**src/rtl/scm_pkg.sv**
```systemverilog
package scm_pkg;
  localparam int ADDR_W = 10;
  localparam int BLK_W  = 64;

  localparam logic [7:0] REG_RED_START   = 8'h00;
  localparam logic [7:0] REG_BLACK_START = 8'h01;
  localparam logic [7:0] REG_LENGTH      = 8'h02;
  localparam logic [7:0] REG_CTRL        = 8'h03;
  localparam logic [7:0] REG_STATUS      = 8'h04;
  localparam logic [7:0] REG_ERR_CLR     = 8'h05;
  localparam logic [7:0] REG_INT_CTRL    = 8'h06;
  localparam logic [7:0] REG_CFG         = 8'h07;
  localparam logic [7:0] REG_IV_LO       = 8'h08;
  localparam logic [7:0] REG_IV_HI       = 8'h09;

  localparam logic [1:0] SPACE_REGS = 2'd0;

  typedef enum logic [1:0] {
    SQ_IDLE  = 2'd0,
    SQ_FETCH = 2'd1,
    SQ_REQ   = 2'd2,
    SQ_ZERO  = 2'd3
  } sq_state_e;
endpackage

```
**src/rtl/scm_ram.sv**
```systemverilog
module scm_ram #(
  parameter int DEPTH = 16,
  parameter int IDX_W = 4,
  parameter int BLK_W = 64
) (
  input  logic             clk_i,
  input  logic             seq_we_i,
  input  logic [IDX_W-1:0] seq_idx_i,
  input  logic [BLK_W-1:0] seq_wdata_i,
  output logic [BLK_W-1:0] seq_rdata_o,
  input  logic             bus_we_i,
  input  logic [IDX_W:0]   bus_word_i,
  input  logic [31:0]      bus_wdata_i,
  output logic [31:0]      bus_rdata_o
);
  logic [BLK_W-1:0] mem [DEPTH];
  logic [IDX_W-1:0] bus_blk;
  logic             bus_half;
  logic [BLK_W-1:0] bus_sel;

  assign bus_blk  = bus_word_i[IDX_W:1];
  assign bus_half = bus_word_i[0];

  always_ff @(posedge clk_i) begin
    if (bus_we_i && int'(bus_blk) < DEPTH) begin
      if (bus_half) mem[bus_blk][63:32] <= bus_wdata_i;
      else          mem[bus_blk][31:0]  <= bus_wdata_i;
    end
    // sequencer port wins on a shared cycle
    if (seq_we_i && int'(seq_idx_i) < DEPTH) mem[seq_idx_i] <= seq_wdata_i;
  end

  always_comb begin
    seq_rdata_o = (int'(seq_idx_i) < DEPTH) ? mem[seq_idx_i] : '0;
    bus_sel     = (int'(bus_blk) < DEPTH) ? mem[bus_blk] : '0;
    bus_rdata_o = bus_half ? bus_sel[63:32] : bus_sel[31:0];
  end
endmodule

```
**src/rtl/scm_seq.sv**
```systemverilog
module scm_seq
  import scm_pkg::*;
#(
  parameter int IDX_W = 4,
  parameter int LEN_W = 16,
  parameter int MAXB  = 16
) (
  input  logic             clk_i,
  input  logic             rst_ni,
  input  logic             start_i,
  input  logic             zero_i,
  input  logic             cbc_i,
  input  logic             dec_i,
  input  logic [IDX_W-1:0] red_start_i,
  input  logic [IDX_W-1:0] black_start_i,
  input  logic [LEN_W-1:0] len_i,
  input  logic             iv_we_lo_i,
  input  logic             iv_we_hi_i,
  input  logic [31:0]      iv_wdata_i,
  input  logic [BLK_W-1:0] red_rdata_i,
  input  logic [BLK_W-1:0] black_rdata_i,
  output logic             red_we_o,
  output logic             black_we_o,
  output logic [IDX_W-1:0] red_idx_o,
  output logic [IDX_W-1:0] black_idx_o,
  output logic [BLK_W-1:0] wdata_o,
  output logic             cph_req_o,
  output logic             cph_dec_o,
  output logic [BLK_W-1:0] cph_data_o,
  input  logic             cph_ack_i,
  input  logic [BLK_W-1:0] cph_data_i,
  output logic [BLK_W-1:0] iv_o,
  output logic             ciphering_o,
  output logic             zeroizing_o,
  output logic             ciph_done_o,
  output logic             zero_done_o
);
  localparam logic [IDX_W-1:0] ZERO_LAST = IDX_W'(MAXB - 1);

  sq_state_e        state_q;
  logic [IDX_W-1:0] red_ptr_q, black_ptr_q;
  logic [LEN_W-1:0] cnt_q;
  logic [BLK_W-1:0] din_q, src_q, iv_q;
  logic [BLK_W-1:0] src_blk, res;
  logic             fire, last;

  always_comb begin
    src_blk     = dec_i ? black_rdata_i : red_rdata_i;
    res         = (cbc_i && dec_i) ? (cph_data_i ^ iv_q) : cph_data_i;
    fire        = (state_q == SQ_REQ) && cph_ack_i;
    last        = (cnt_q == '0);
    red_we_o    = (state_q == SQ_ZERO) || (fire && dec_i);
    black_we_o  = (state_q == SQ_ZERO) || (fire && !dec_i);
    wdata_o     = (state_q == SQ_ZERO) ? '0 : res;
    red_idx_o   = red_ptr_q;
    black_idx_o = black_ptr_q;
    cph_req_o   = (state_q == SQ_REQ);
    cph_dec_o   = dec_i;
    cph_data_o  = din_q;
    iv_o        = iv_q;
    ciphering_o = (state_q == SQ_FETCH) || (state_q == SQ_REQ);
    zeroizing_o = (state_q == SQ_ZERO);
    ciph_done_o = fire && last;
    zero_done_o = (state_q == SQ_ZERO) && (red_ptr_q == ZERO_LAST);
  end

  always_ff @(posedge clk_i or negedge rst_ni) begin
    if (!rst_ni) begin
      state_q     <= SQ_IDLE;
      red_ptr_q   <= '0;
      black_ptr_q <= '0;
      cnt_q       <= '0;
      din_q       <= '0;
      src_q       <= '0;
      iv_q        <= '0;
    end else begin
      unique case (state_q)
        SQ_IDLE: begin
          if (iv_we_lo_i) iv_q[31:0]  <= iv_wdata_i;
          if (iv_we_hi_i) iv_q[63:32] <= iv_wdata_i;
          if (zero_i) begin
            red_ptr_q   <= '0;
            black_ptr_q <= '0;
            state_q     <= SQ_ZERO;
          end else if (start_i) begin
            red_ptr_q   <= red_start_i;
            black_ptr_q <= black_start_i;
            cnt_q       <= len_i;
            state_q     <= SQ_FETCH;
          end
        end
        SQ_FETCH: begin
          din_q   <= (cbc_i && !dec_i) ? (src_blk ^ iv_q) : src_blk;
          src_q   <= src_blk;
          state_q <= SQ_REQ;
        end
        SQ_REQ: begin
          if (cph_ack_i) begin
            if (cbc_i) iv_q <= dec_i ? src_q : cph_data_i;
            if (last) begin
              state_q <= SQ_IDLE;
            end else begin
              cnt_q       <= cnt_q - LEN_W'(1);
              red_ptr_q   <= red_ptr_q + IDX_W'(1);
              black_ptr_q <= black_ptr_q + IDX_W'(1);
              state_q     <= SQ_FETCH;
            end
          end
        end
        SQ_ZERO: begin
          red_ptr_q   <= red_ptr_q + IDX_W'(1);
          black_ptr_q <= black_ptr_q + IDX_W'(1);
          if (red_ptr_q == ZERO_LAST) state_q <= SQ_IDLE;
        end
        default: state_q <= SQ_IDLE;
      endcase
    end
  end
endmodule

```
**src/rtl/scm_cipher_seq.sv**
```systemverilog
module scm_cipher_seq
  import scm_pkg::*;
#(
  parameter int RED_BLOCKS   = 16,
  parameter int BLACK_BLOCKS = 16,
  parameter int BLK_BYTES    = 8,
  parameter int LEN_W        = 16
) (
  input  logic              clk_i,
  input  logic              rst_ni,
  input  logic              bus_we_i,
  input  logic [ADDR_W-1:0] bus_addr_i,
  input  logic [31:0]       bus_wdata_i,
  output logic [31:0]       bus_rdata_o,
  input  logic              monitor_blocked_i,
  output logic              cph_req_o,
  output logic              cph_dec_o,
  output logic [BLK_W-1:0]  cph_data_o,
  input  logic              cph_ack_i,
  input  logic [BLK_W-1:0]  cph_data_i,
  output logic              irq_o
);
  localparam int MAXB  = (RED_BLOCKS > BLACK_BLOCKS) ? RED_BLOCKS : BLACK_BLOCKS;
  localparam int IDX_W = (MAXB > 1) ? $clog2(MAXB) : 1;

  logic [LEN_W-1:0] red_start_q, black_start_q, len_q;
  logic             cbc_q, dec_q, mask_q;
  logic             len_err_q, int_err_q, cdone_q, zdone_q, pend_q;
  logic             ciphering, zeroizing, busy;
  logic             ciph_done, zero_done;
  logic [BLK_W-1:0] iv;
  logic [31:0]      status_w, cfg_w;

  logic [7:0]       reg_off;
  logic             reg_wr, ctrl_wr, int_wr, start_req, zero_req, len_bad, start_ok, zero_ok;

  // side 0 = red, side 1 = black
  logic [1:0]       side_seq_we, side_bus_we, side_bus_ok;
  logic [IDX_W-1:0] side_idx [2];
  logic [BLK_W-1:0] side_rd [2];
  logic [31:0]      side_bus_rd [2];
  logic [BLK_W-1:0] seq_wdata;

  assign reg_off   = bus_addr_i[7:0];
  assign reg_wr    = bus_we_i && (bus_addr_i[9:8] == SPACE_REGS);
  assign ctrl_wr   = reg_wr && (reg_off == REG_CTRL);
  assign int_wr    = reg_wr && (reg_off == REG_INT_CTRL);
  assign start_req = ctrl_wr && bus_wdata_i[2];
  assign zero_req  = int_wr && bus_wdata_i[2];
  assign busy      = ciphering || zeroizing;
  assign len_bad   = (int'(red_start_q) + int'(len_q) >= RED_BLOCKS) ||
                     (int'(black_start_q) + int'(len_q) >= BLACK_BLOCKS);
  assign start_ok  = start_req && !busy && !monitor_blocked_i && !len_bad;
  assign zero_ok   = zero_req && !busy;

  always_ff @(posedge clk_i or negedge rst_ni) begin
    if (!rst_ni) begin
      red_start_q   <= '0;
      black_start_q <= '0;
      len_q         <= '0;
      cbc_q         <= 1'b0;
      dec_q         <= 1'b0;
      mask_q        <= 1'b0;
      len_err_q     <= 1'b0;
      int_err_q     <= 1'b0;
      cdone_q       <= 1'b0;
      zdone_q       <= 1'b0;
      pend_q        <= 1'b0;
    end else begin
      if (reg_wr && !busy) begin
        if (reg_off == REG_RED_START)   red_start_q   <= bus_wdata_i[LEN_W-1:0];
        if (reg_off == REG_BLACK_START) black_start_q <= bus_wdata_i[LEN_W-1:0];
        if (reg_off == REG_LENGTH)      len_q         <= bus_wdata_i[LEN_W-1:0];
        if (reg_off == REG_CTRL) begin
          cbc_q <= bus_wdata_i[1];
          dec_q <= bus_wdata_i[0];
        end
      end
      if (int_wr) mask_q <= bus_wdata_i[0];

      if (reg_wr && reg_off == REG_ERR_CLR) begin
        len_err_q <= 1'b0;
        int_err_q <= 1'b0;
      end else begin
        if (start_req && !busy && !monitor_blocked_i && len_bad) len_err_q <= 1'b1;
        if ((start_req || zero_req) && busy) int_err_q <= 1'b1;
      end

      if (ciph_done)     cdone_q <= 1'b1;
      else if (start_ok) cdone_q <= 1'b0;
      if (zero_done)     zdone_q <= 1'b1;
      else if (zero_ok)  zdone_q <= 1'b0;

      if (ciph_done || zero_done)     pend_q <= 1'b1;
      else if (int_wr && bus_wdata_i[1]) pend_q <= 1'b0;
    end
  end

  assign irq_o = pend_q && !mask_q;

  assign status_w = {19'b0, len_err_q, !monitor_blocked_i, cdone_q, zdone_q, pend_q,
                     1'b0, int_err_q, 1'b0, 1'b0, monitor_blocked_i,
                     ciphering, zeroizing, busy};
  assign cfg_w    = {5'b0, 10'(BLACK_BLOCKS), 10'(RED_BLOCKS), 7'(BLK_BYTES)};

  always_comb begin
    bus_rdata_o = '0;
    unique case (bus_addr_i[9:8])
      2'd0: begin
        unique case (reg_off)
          REG_RED_START:   bus_rdata_o = 32'(red_start_q);
          REG_BLACK_START: bus_rdata_o = 32'(black_start_q);
          REG_LENGTH:      bus_rdata_o = 32'(len_q);
          REG_CTRL:        bus_rdata_o = {29'b0, ciphering, cbc_q, dec_q};
          REG_STATUS:      bus_rdata_o = status_w;
          REG_INT_CTRL:    bus_rdata_o = {31'b0, mask_q};
          REG_CFG:         bus_rdata_o = cfg_w;
          REG_IV_LO:       bus_rdata_o = iv[31:0];
          REG_IV_HI:       bus_rdata_o = iv[63:32];
          default:         bus_rdata_o = '0;
        endcase
      end
      2'd1:    bus_rdata_o = side_bus_ok[0] ? side_bus_rd[0] : '0;
      2'd2:    bus_rdata_o = side_bus_ok[1] ? side_bus_rd[1] : '0;
      default: bus_rdata_o = '0;
    endcase
  end

  for (genvar g = 0; g < 2; g++) begin : g_side
    localparam int SIDE_DEPTH = (g == 0) ? RED_BLOCKS : BLACK_BLOCKS;

    assign side_bus_ok[g] = (int'(bus_addr_i[7:1]) < SIDE_DEPTH);
    assign side_bus_we[g] = bus_we_i && !busy && side_bus_ok[g] &&
                            (bus_addr_i[9:8] == 2'(g + 1));

    scm_ram #(
      .DEPTH(SIDE_DEPTH),
      .IDX_W(IDX_W),
      .BLK_W(BLK_W)
    ) i_ram (
      .clk_i      (clk_i),
      .seq_we_i   (side_seq_we[g]),
      .seq_idx_i  (side_idx[g]),
      .seq_wdata_i(seq_wdata),
      .seq_rdata_o(side_rd[g]),
      .bus_we_i   (side_bus_we[g]),
      .bus_word_i (bus_addr_i[IDX_W:0]),
      .bus_wdata_i(bus_wdata_i),
      .bus_rdata_o(side_bus_rd[g])
    );
  end

  scm_seq #(
    .IDX_W(IDX_W),
    .LEN_W(LEN_W),
    .MAXB (MAXB)
  ) i_seq (
    .clk_i        (clk_i),
    .rst_ni       (rst_ni),
    .start_i      (start_ok),
    .zero_i       (zero_ok),
    .cbc_i        (cbc_q),
    .dec_i        (dec_q),
    .red_start_i  (red_start_q[IDX_W-1:0]),
    .black_start_i(black_start_q[IDX_W-1:0]),
    .len_i        (len_q),
    .iv_we_lo_i   (reg_wr && !busy && reg_off == REG_IV_LO),
    .iv_we_hi_i   (reg_wr && !busy && reg_off == REG_IV_HI),
    .iv_wdata_i   (bus_wdata_i),
    .red_rdata_i  (side_rd[0]),
    .black_rdata_i(side_rd[1]),
    .red_we_o     (side_seq_we[0]),
    .black_we_o   (side_seq_we[1]),
    .red_idx_o    (side_idx[0]),
    .black_idx_o  (side_idx[1]),
    .wdata_o      (seq_wdata),
    .cph_req_o    (cph_req_o),
    .cph_dec_o    (cph_dec_o),
    .cph_data_o   (cph_data_o),
    .cph_ack_i    (cph_ack_i),
    .cph_data_i   (cph_data_i),
    .iv_o         (iv),
    .ciphering_o  (ciphering),
    .zeroizing_o  (zeroizing),
    .ciph_done_o  (ciph_done),
    .zero_done_o  (zero_done)
  );
endmodule

```
**config.mk**
```make
export PLATFORM = sky130hd
export DESIGN_NAME = scm_cipher_seq
export DESIGN_NICKNAME = d
export VERILOG_FILES = /design/src/rtl/scm_pkg.sv /design/src/rtl/scm_ram.sv /design/src/rtl/scm_seq.sv /design/src/rtl/scm_cipher_seq.sv
export SDC_FILE = /design/constraint.sdc
export NUM_CORES = 2
export LEC_CHECK = 0
export BUFFER_PORTS_ARGS = -buffer_cell sky130_fd_sc_hd__clkbuf_2
export CORE_UTILIZATION = 46
export DETAILED_ROUTE_END_ITERATION = 6
export GPL_ROUTABILITY_DRIVEN = 0
export SYNTH_ARGS = -nofsm -noshare
export SYNTH_HDL_FRONTEND = slang
export SYNTH_SLANG_ARGS = --single-unit
```
**constraint.sdc**
```tcl
create_clock -name clk_i -period 3.8 [get_ports clk_i]
set_clock_uncertainty 0.05 [all_clocks]
set_input_delay 0.38 -clock clk_i [delete_from_list [all_inputs] [get_ports clk_i]]
set_output_delay 0.38 -clock clk_i [all_outputs]
set_load 0.1 [all_outputs]
```
Yosys cells after proc, flatten, opt, wreduce, memory -nomap -nowiden
Memory sizes are Yosys's and may differ from the RTL's.
Index checks and enable logic that the tools add are counted.
{ "classes": {"n_reduce_logical": 62, "n_lt_le_gt_ge": 3, "muxes": 67, "n_eq_ne": 24, "addsub": 5, "bitwise_logic": 2} }
{ "ops": {"columns": ["op", "n"], "rows": [
  ["two-way mux 64 bit", 9],
  ["case mux 32 bit (9 select lines)", 1],
  ["two-way mux 32 bit", 6],
  ["case mux 64 bit (2 select lines)", 1],
  ["OR reduction 64 bit", 2],
  ["XOR 64 bit", 2],
  ["case mux 32 bit (3 select lines)", 1],
  ["two-way mux 16 bit", 4],
  ["two-way mux 4 bit", 10],
  ["adder 16 x 16 -> 17 bit", 2],
  ["greater-or-equal comparator 17 x 5 -> 1 bit (second input constant)", 2],
  ["equality test 8 x 3 -> 1 bit (second input constant)", 4],
  ["case mux 16 bit (2 select lines)", 1],
  ["logical AND 1 bit", 28],
  ["two-way mux 1 bit", 25],
  ["case mux 4 bit (3 select lines)", 2],
  ["equality test 8 x 2 -> 1 bit (second input constant)", 2],
  ["equality test 8 x 4 -> 1 bit (second input constant)", 2],
  ["zero test 16 bit", 1],
  ["subtractor 16 x 1 -> 16 bit (second input constant)", 1],
  ["two-way mux 2 bit", 6],
  ["!= test 2 x 1 -> 1 bit (second input constant)", 6],
  ["AND reduction 4 bit", 3],
  ["nonzero test 2 bit", 6],
  ["17 further kinds", 36]
]} }
{ "totals": {"mem_count": 2, "reg_bits": 274, "ram_bits": 2048, "wordCells": 184, "in_bits": 111, "out_inout_bits": 99} }
{ "mem_list": {"columns": ["name", "words", "word_bits", "read_ports", "rd_clocked_by_memory_dff", "write_ports", "line_no", "rtl"], "rows": [
  ["g_side[0].i_ram.mem", 16, 64, 2, 0, 1, "scm_ram.sv:16", "logic [BLK_W-1:0] mem [DEPTH];"],
  ["g_side[1].i_ram.mem", 16, 64, 2, 0, 1, "scm_ram.sv:16", null]
]} }

Longest topological paths before layout
{ "depth": {"ltp_word": 10, "depth_mapped": 14, "ltp_nobuf": 11} }

Cells and area by module
From an unflattened synthesis, not the netlist that was laid out.
{ "hier_totals": {"hier_cells": 11477, "hier_area_um2": 134246.3} }
{ "by_module_without_submodules": {"columns": ["module", "area_per_inst_um2", "cells_each", "instances"], "rows": [
  ["scm_ram (g_side[0].i_ram)", 58092.0, 4715, 1],
  ["scm_ram (g_side[1].i_ram)", 58075.7, 4747, 1],
  ["scm_seq", 12963.7, 1436, 1],
  ["scm_cipher_seq", 5114.9, 579, 1]
]} }

Least setup slack after synthesis
Ideal clock, no wire load.
{ "synth_path": {"path_type": "in2out", "start": "input bus_addr_i[1]", "end": "output bus_rdata_o[2]", "path_stages": 10, "t_arrival_ps": 4710, "t_required_ps": 3370, "slack_ps": -1340, "path_buffers": 6, "path_cell_list": "buf_2 clkbuf_1 buf_1 buf_1 clkbuf_1 clkbuf_1 a31oi_1 o21ai_0 a21oi_1 o21ai_0"} }
{ "synth_via": {"elab_chain_len": 4, "elab_cells_between_ends": 18} }
{ "synth_rtl": {"columns": ["item", "line_no", "rtl"], "rows": [
  ["from (decl)", "scm_cipher_seq.sv:12", "input logic [ADDR_W-1:0] bus_addr_i,"],
  ["memory (16 x 64 bit)", null, null],
  ["two-way mux 32 bit", "scm_ram.sv:36", "bus_rdata_o = bus_half ? bus_sel[63:32] : bus_sel[31:0];"],
  ["two-way mux 32 bit (on tied branches)", "scm_cipher_seq.sv:124, scm_cipher_seq.sv:123", null],
  ["case mux 32 bit (3 select lines) (*)", "scm_cipher_seq.sv:108", "unique case (bus_addr_i[9:8])"],
  ["to (decl)", "scm_cipher_seq.sv:14", "output logic [31:0] bus_rdata_o,"]
]} }
Every way passes the cells marked *; elsewhere a longest branch is shown, timed or not.

Worst setup path after layout
{ "layout_path": {"start": "input bus_addr_i[1]", "end": "output bus_rdata_o[7]"} }
Same word-level chain as after synthesis.

==> metrics.yaml <==
r2r_start: "red_start_q[8]$_DFFE_PN0P_"
power_density_nw_per_um2: 625
port-buffer-count: 209
worst_setup_path_startpoint: "bus_addr_i[1]"
clkSlewWorstSetupHoldPaths_ps: 60
worstPathMaxFanout: 21
timing.critical_path.depth: 12
synth_edf_count: 2048
cts_tree: "done"
rrSetupSlack_ps: 100
number_of_global_route_vias_before_repair: 74060
fill_cells: 19211
drtAntennaViolNets: 0
rr_endpoint: "i_seq.state_q[1]$_DFFE_PN0P_"
period_share: 0.986
yosys.area_share.adder: 0.00478
synthesis.area_per_instance_um2: 16.1
critical_path.endpoint: "bus_rdata_o[7]"
synthFlopType: "sky130_fd_sc_hd__edfxtp_1"
ff_latch_area_um2: 68400
synth_cell_types: 83
endpoint_kind: "output pin"
worst_slew_pin_slew_ps: 1260
maxSlewViolCount: 0
detail_route.wirelength.met1_um: 153000
worstHoldPathType: "primary input to flip-flop"
arrival_ps: 3320
via_per_inst: 6.79
met3_routed_wirelength_um: 43900
irDropWorstVdd_mv: 0.567
clock_insertion_delay_worst_skew_ps: 900
max_freq_ghz: 0.267
final-setup-viol-count: 0
crit_path_top_delay_cell: "sky130_fd_sc_hd__nor3_1"
combined_buffer_and_inverter_count_along_the_critical_path: 4
ys_seq_elements: 2322
report.final.hold_viol_count: 0
detail_route.iter0.violations: 10251
drtPass1Iterations: 6
syn-cell-area_um2: 113000
routed-via-count: 74975
dp_hpwl_um: 263000
globalRoute.totalOverflow: 0
maxCapViolations: 0
syn2layout_area_growth_pct: 17.2
period_needed_ps: 3750
synth_compound_gate_area_share: 0.0786
io_pins: 210
multiInputGateArea_um2: 43400
worst_r2r_path_depth: 11
cellLeakagePower_nw: 44.0
maxUsedRoutingLayer: "met5"
wl_met2_um: 181000
synth_top_cell_area_share: 0.544
postLayoutCellArea_um2: 133000
critPathRequiredTime_ps: 3370
total_chip_power_w: 0.0829
htree_num_levels: 4
root_buffer: "sky130_fd_sc_hd__clkbuf_16"
maximum_number_of_pins_on_one_net_before_global_route_repair: 138
synthesis.instances: 7002
outcome: "completed"
placement_rows: 181
synth_top_family_by_area: "multiplexers"
wl_um: 400000
max_slew_margin: 0.158
drive_above_1_share: 0.331
wire_per_inst_um: 36.2
die_h_um: 498
synth.area.mux_share: 0.254
numClockSinks: 2322
core_region_area_um2: 244000
floorplan.initialDensity: 0.464
grt_util_all_layers: 0.320
synth.area.top_cells: "sky130_fd_sc_hd__edfxtp_1 (54%), sky130_fd_sc_hd__mux4_2 (18%), sky130_fd_sc_hd__dfrtp_1 (6.1%)"
warnings_synthesis: 0
post_synth_xor_area_fraction: 0.00581
die_area_um2: 248000
cts_max_path_buffers: 3
nets: 7774
yosysSeqAreaShare: 0.605
floorplan.die.width_um: 498
path_cells: "buf_8, buf_12, buf_4, mux2_2, a21oi_1, o21ai_0, o22ai_1, nor3_1, a21oi_1, o22ai_1, a21o_1, buf_12"
critPathKind: "primary input to output pin"
critPathTopFamily: "buffers and inverters"
ys_async_sr_fraction: 0.118
route.detailed.drc: 0
placed_area_um2: 124000
first_pass_grt_wire_length_um: 561000
syn-num-nets: 7155
synth-simple-area-share: 0.0330
cts-buffers-inserted: 238
grt_antenna_before_repair: 41
critical_path.max_stage_delay_ps: 770
launching_element_type_of_the_critical_path: "primary input"
synth_top_cell_by_area: "sky130_fd_sc_hd__edfxtp_1"
[stage by stage]
step	setup WS [ps]	std cells	utilization	setup TNS (ps)	hold slack, ps
2_1_floorplan	-497	7002	-	-227700	34.4
3_3_place_gp	-23.3	10500	0.509	-60.2	359
3_5_place_dp	-52.2	10500	0.509	-222	355
4_1_cts	12.0	11022	0.543	0	2.06
5_1_grt	-6.27	11042	0.544	-6.27	18.0
6_report	52.1	11046	0.544	0	51.5
[cell families (layout without fill, tap and decap cells)]
kind of cell,count (synthesis),count (layout)
compound gates,1444,1444
fa+ha+maj,42,42
flops,2322,2322
other cells,0,20
mux,1705,1705
buf+inv,573,1395
simple gates,841,841
xor+xnor,75,75
[worst min path at each step]
stage / end / start / cells past startpoint
floorplan: black_start_q[0]$_DFFE_PN0P_ / rst_ni / 0
CTS: red_start_q[0]$_DFFE_PN0P_ / bus_wdata_i[0] / 2
finish: len_q[13]$_DFFE_PN0P_ / bus_wdata_i[13] / 2
global route: red_start_q[0]$_DFFE_PN0P_ / bus_wdata_i[0] / 2
detailed placement: i_seq.cph_data_o[52]$_DFFE_PN0P_ / rst_ni / 1
global placement: i_seq.cph_data_o[52]$_DFFE_PN0P_ / rst_ni / 1
[synth_stat cells, types with 5 or more instances]
cell type / number
sky130_fd_sc_hd__clkbuf_1: 389
sky130_fd_sc_hd__o22ai_1: 163
sky130_fd_sc_hd__o31ai_1: 73
sky130_fd_sc_hd__a2111oi_0: 5
sky130_fd_sc_hd__nor4_1: 9
sky130_fd_sc_hd__a221o_1: 5
sky130_fd_sc_hd__a21oi_1: 559
sky130_fd_sc_hd__nand3_1: 82
sky130_fd_sc_hd__mux2_2: 347
sky130_fd_sc_hd__a21o_1: 44
sky130_fd_sc_hd__nand3b_1: 7
sky130_fd_sc_hd__nor2b_1: 12
sky130_fd_sc_hd__a222oi_1: 6
sky130_fd_sc_hd__nor2_1: 226
sky130_fd_sc_hd__o211ai_1: 14
sky130_fd_sc_hd__a2bb2oi_1: 5
sky130_fd_sc_hd__ha_1: 40
sky130_fd_sc_hd__dfrtp_1: 274
sky130_fd_sc_hd__a21boi_0: 65
sky130_fd_sc_hd__o221ai_1: 128
sky130_fd_sc_hd__a211oi_1: 52
sky130_fd_sc_hd__and3_1: 10
sky130_fd_sc_hd__a31oi_1: 13
sky130_fd_sc_hd__nand2b_1: 11
sky130_fd_sc_hd__xor2_1: 67
sky130_fd_sc_hd__o21a_1: 5
sky130_fd_sc_hd__o21ai_0: 240
sky130_fd_sc_hd__or2_2: 5
sky130_fd_sc_hd__xnor2_1: 8
sky130_fd_sc_hd__nand2_1: 337
sky130_fd_sc_hd__buf_1: 138
sky130_fd_sc_hd__or3_1: 6
sky130_fd_sc_hd__nand4_1: 15
sky130_fd_sc_hd__edfxtp_1: 2048
sky130_fd_sc_hd__buf_2: 15
sky130_fd_sc_hd__mux4_2: 897
sky130_fd_sc_hd__mux2i_1: 460
sky130_fd_sc_hd__nor3_1: 94
sky130_fd_sc_hd__inv_1: 28
sky130_fd_sc_hd__a22oi_1: 22
[cell usage in the layout (no fill, tap or decap), drive strengths merged, types with 10 or more instances in the layout]
cell type       n
xor2           67
nand2         337
mux4          897
mux2i         460
o31ai          73
a21boi         65
a22oi          22
nor4           11
nor2          226
ha             40
o221ai        128
and3           10
dfrtp         274
inv            31
o21ai         242
o211ai         14
a21o           44
nand2b         11
a211oi         52
clkinvlp       10
bufinv         14
nand4          16
edfxtp       2048
o22ai         163
mux2          348
dlygate4sd3    79
a21oi         561
nor2b          12
clkinv        107
buf           673
nand3          83
clkbuf        481
nor3           94
a31oi          13
diode          20
[area by class of cell]
type | count | share of cell area
diodes | 20 | 0.000378
clock buffers | 309 | 0.0484
clock inverters | 134 | 0.00850
inverters | 28 | 0.000831
multi-input cells | 4107 | 0.327
flip-flops and latches | 2322 | 0.516
well taps | 3202 | 0.0302
repair buffers | 924 | 0.0684
[repair_timing]
action,in CTS,in global routing
setup buffers,0,4
endpoints found under the hold margin,334,0
setup endpoints to repair,14,31
gates resized for setup,6,21
hold buffers,79,0
pin swaps,0,9
[power by group]
part	switching [W]	total, W	internal (W)
clock network	0.0102	0.0230	0.0128
logic	0.0159	0.0262	0.0103
registers	0.00266	0.0337	0.0310
total	0.0287	0.0829	0.0541
[metal layers]
| metal | track usage | vias to the layer above |
|---|---|---|
| li1 | - | 30237 |
| met1 | 0.439 | 39228 |
| met2 | 0.489 | 4590 |
| met3 | 0.0690 | 910 |
| met4 | 0.152 | 10 |
| met5 | 0 | - |
[flip-flops by register name (all words and copies together), names as in the netlist, 2 cells and up]
name	flops
black_start_q	16
g_side.i_ram.mem	2048
i_seq.black_idx_o	4
i_seq.cnt_q	16
i_seq.cph_data_o	64
i_seq.iv_o	64
i_seq.red_idx_o	4
i_seq.src_q	64
i_seq.state_q	2
len_q	16
red_start_q	16
[worst register-to-register path: stages, from the launching register on]
cell and delay, ps:
sky130_fd_sc_hd__dfrtp_1 400, sky130_fd_sc_hd__ha_1 420, sky130_fd_sc_hd__a21oi_1 340, sky130_fd_sc_hd__o22ai_1 120, sky130_fd_sc_hd__a2111oi_0 380, sky130_fd_sc_hd__nand4_1 220
sky130_fd_sc_hd__nor4_2 340, sky130_fd_sc_hd__and4_1 270, sky130_fd_sc_hd__buf_4 160, sky130_fd_sc_hd__nand4_4 150, sky130_fd_sc_hd__a221o_1 390, sky130_fd_sc_hd__mux2_1 330
Note: power is estimated with default switching activity, not from simulation.
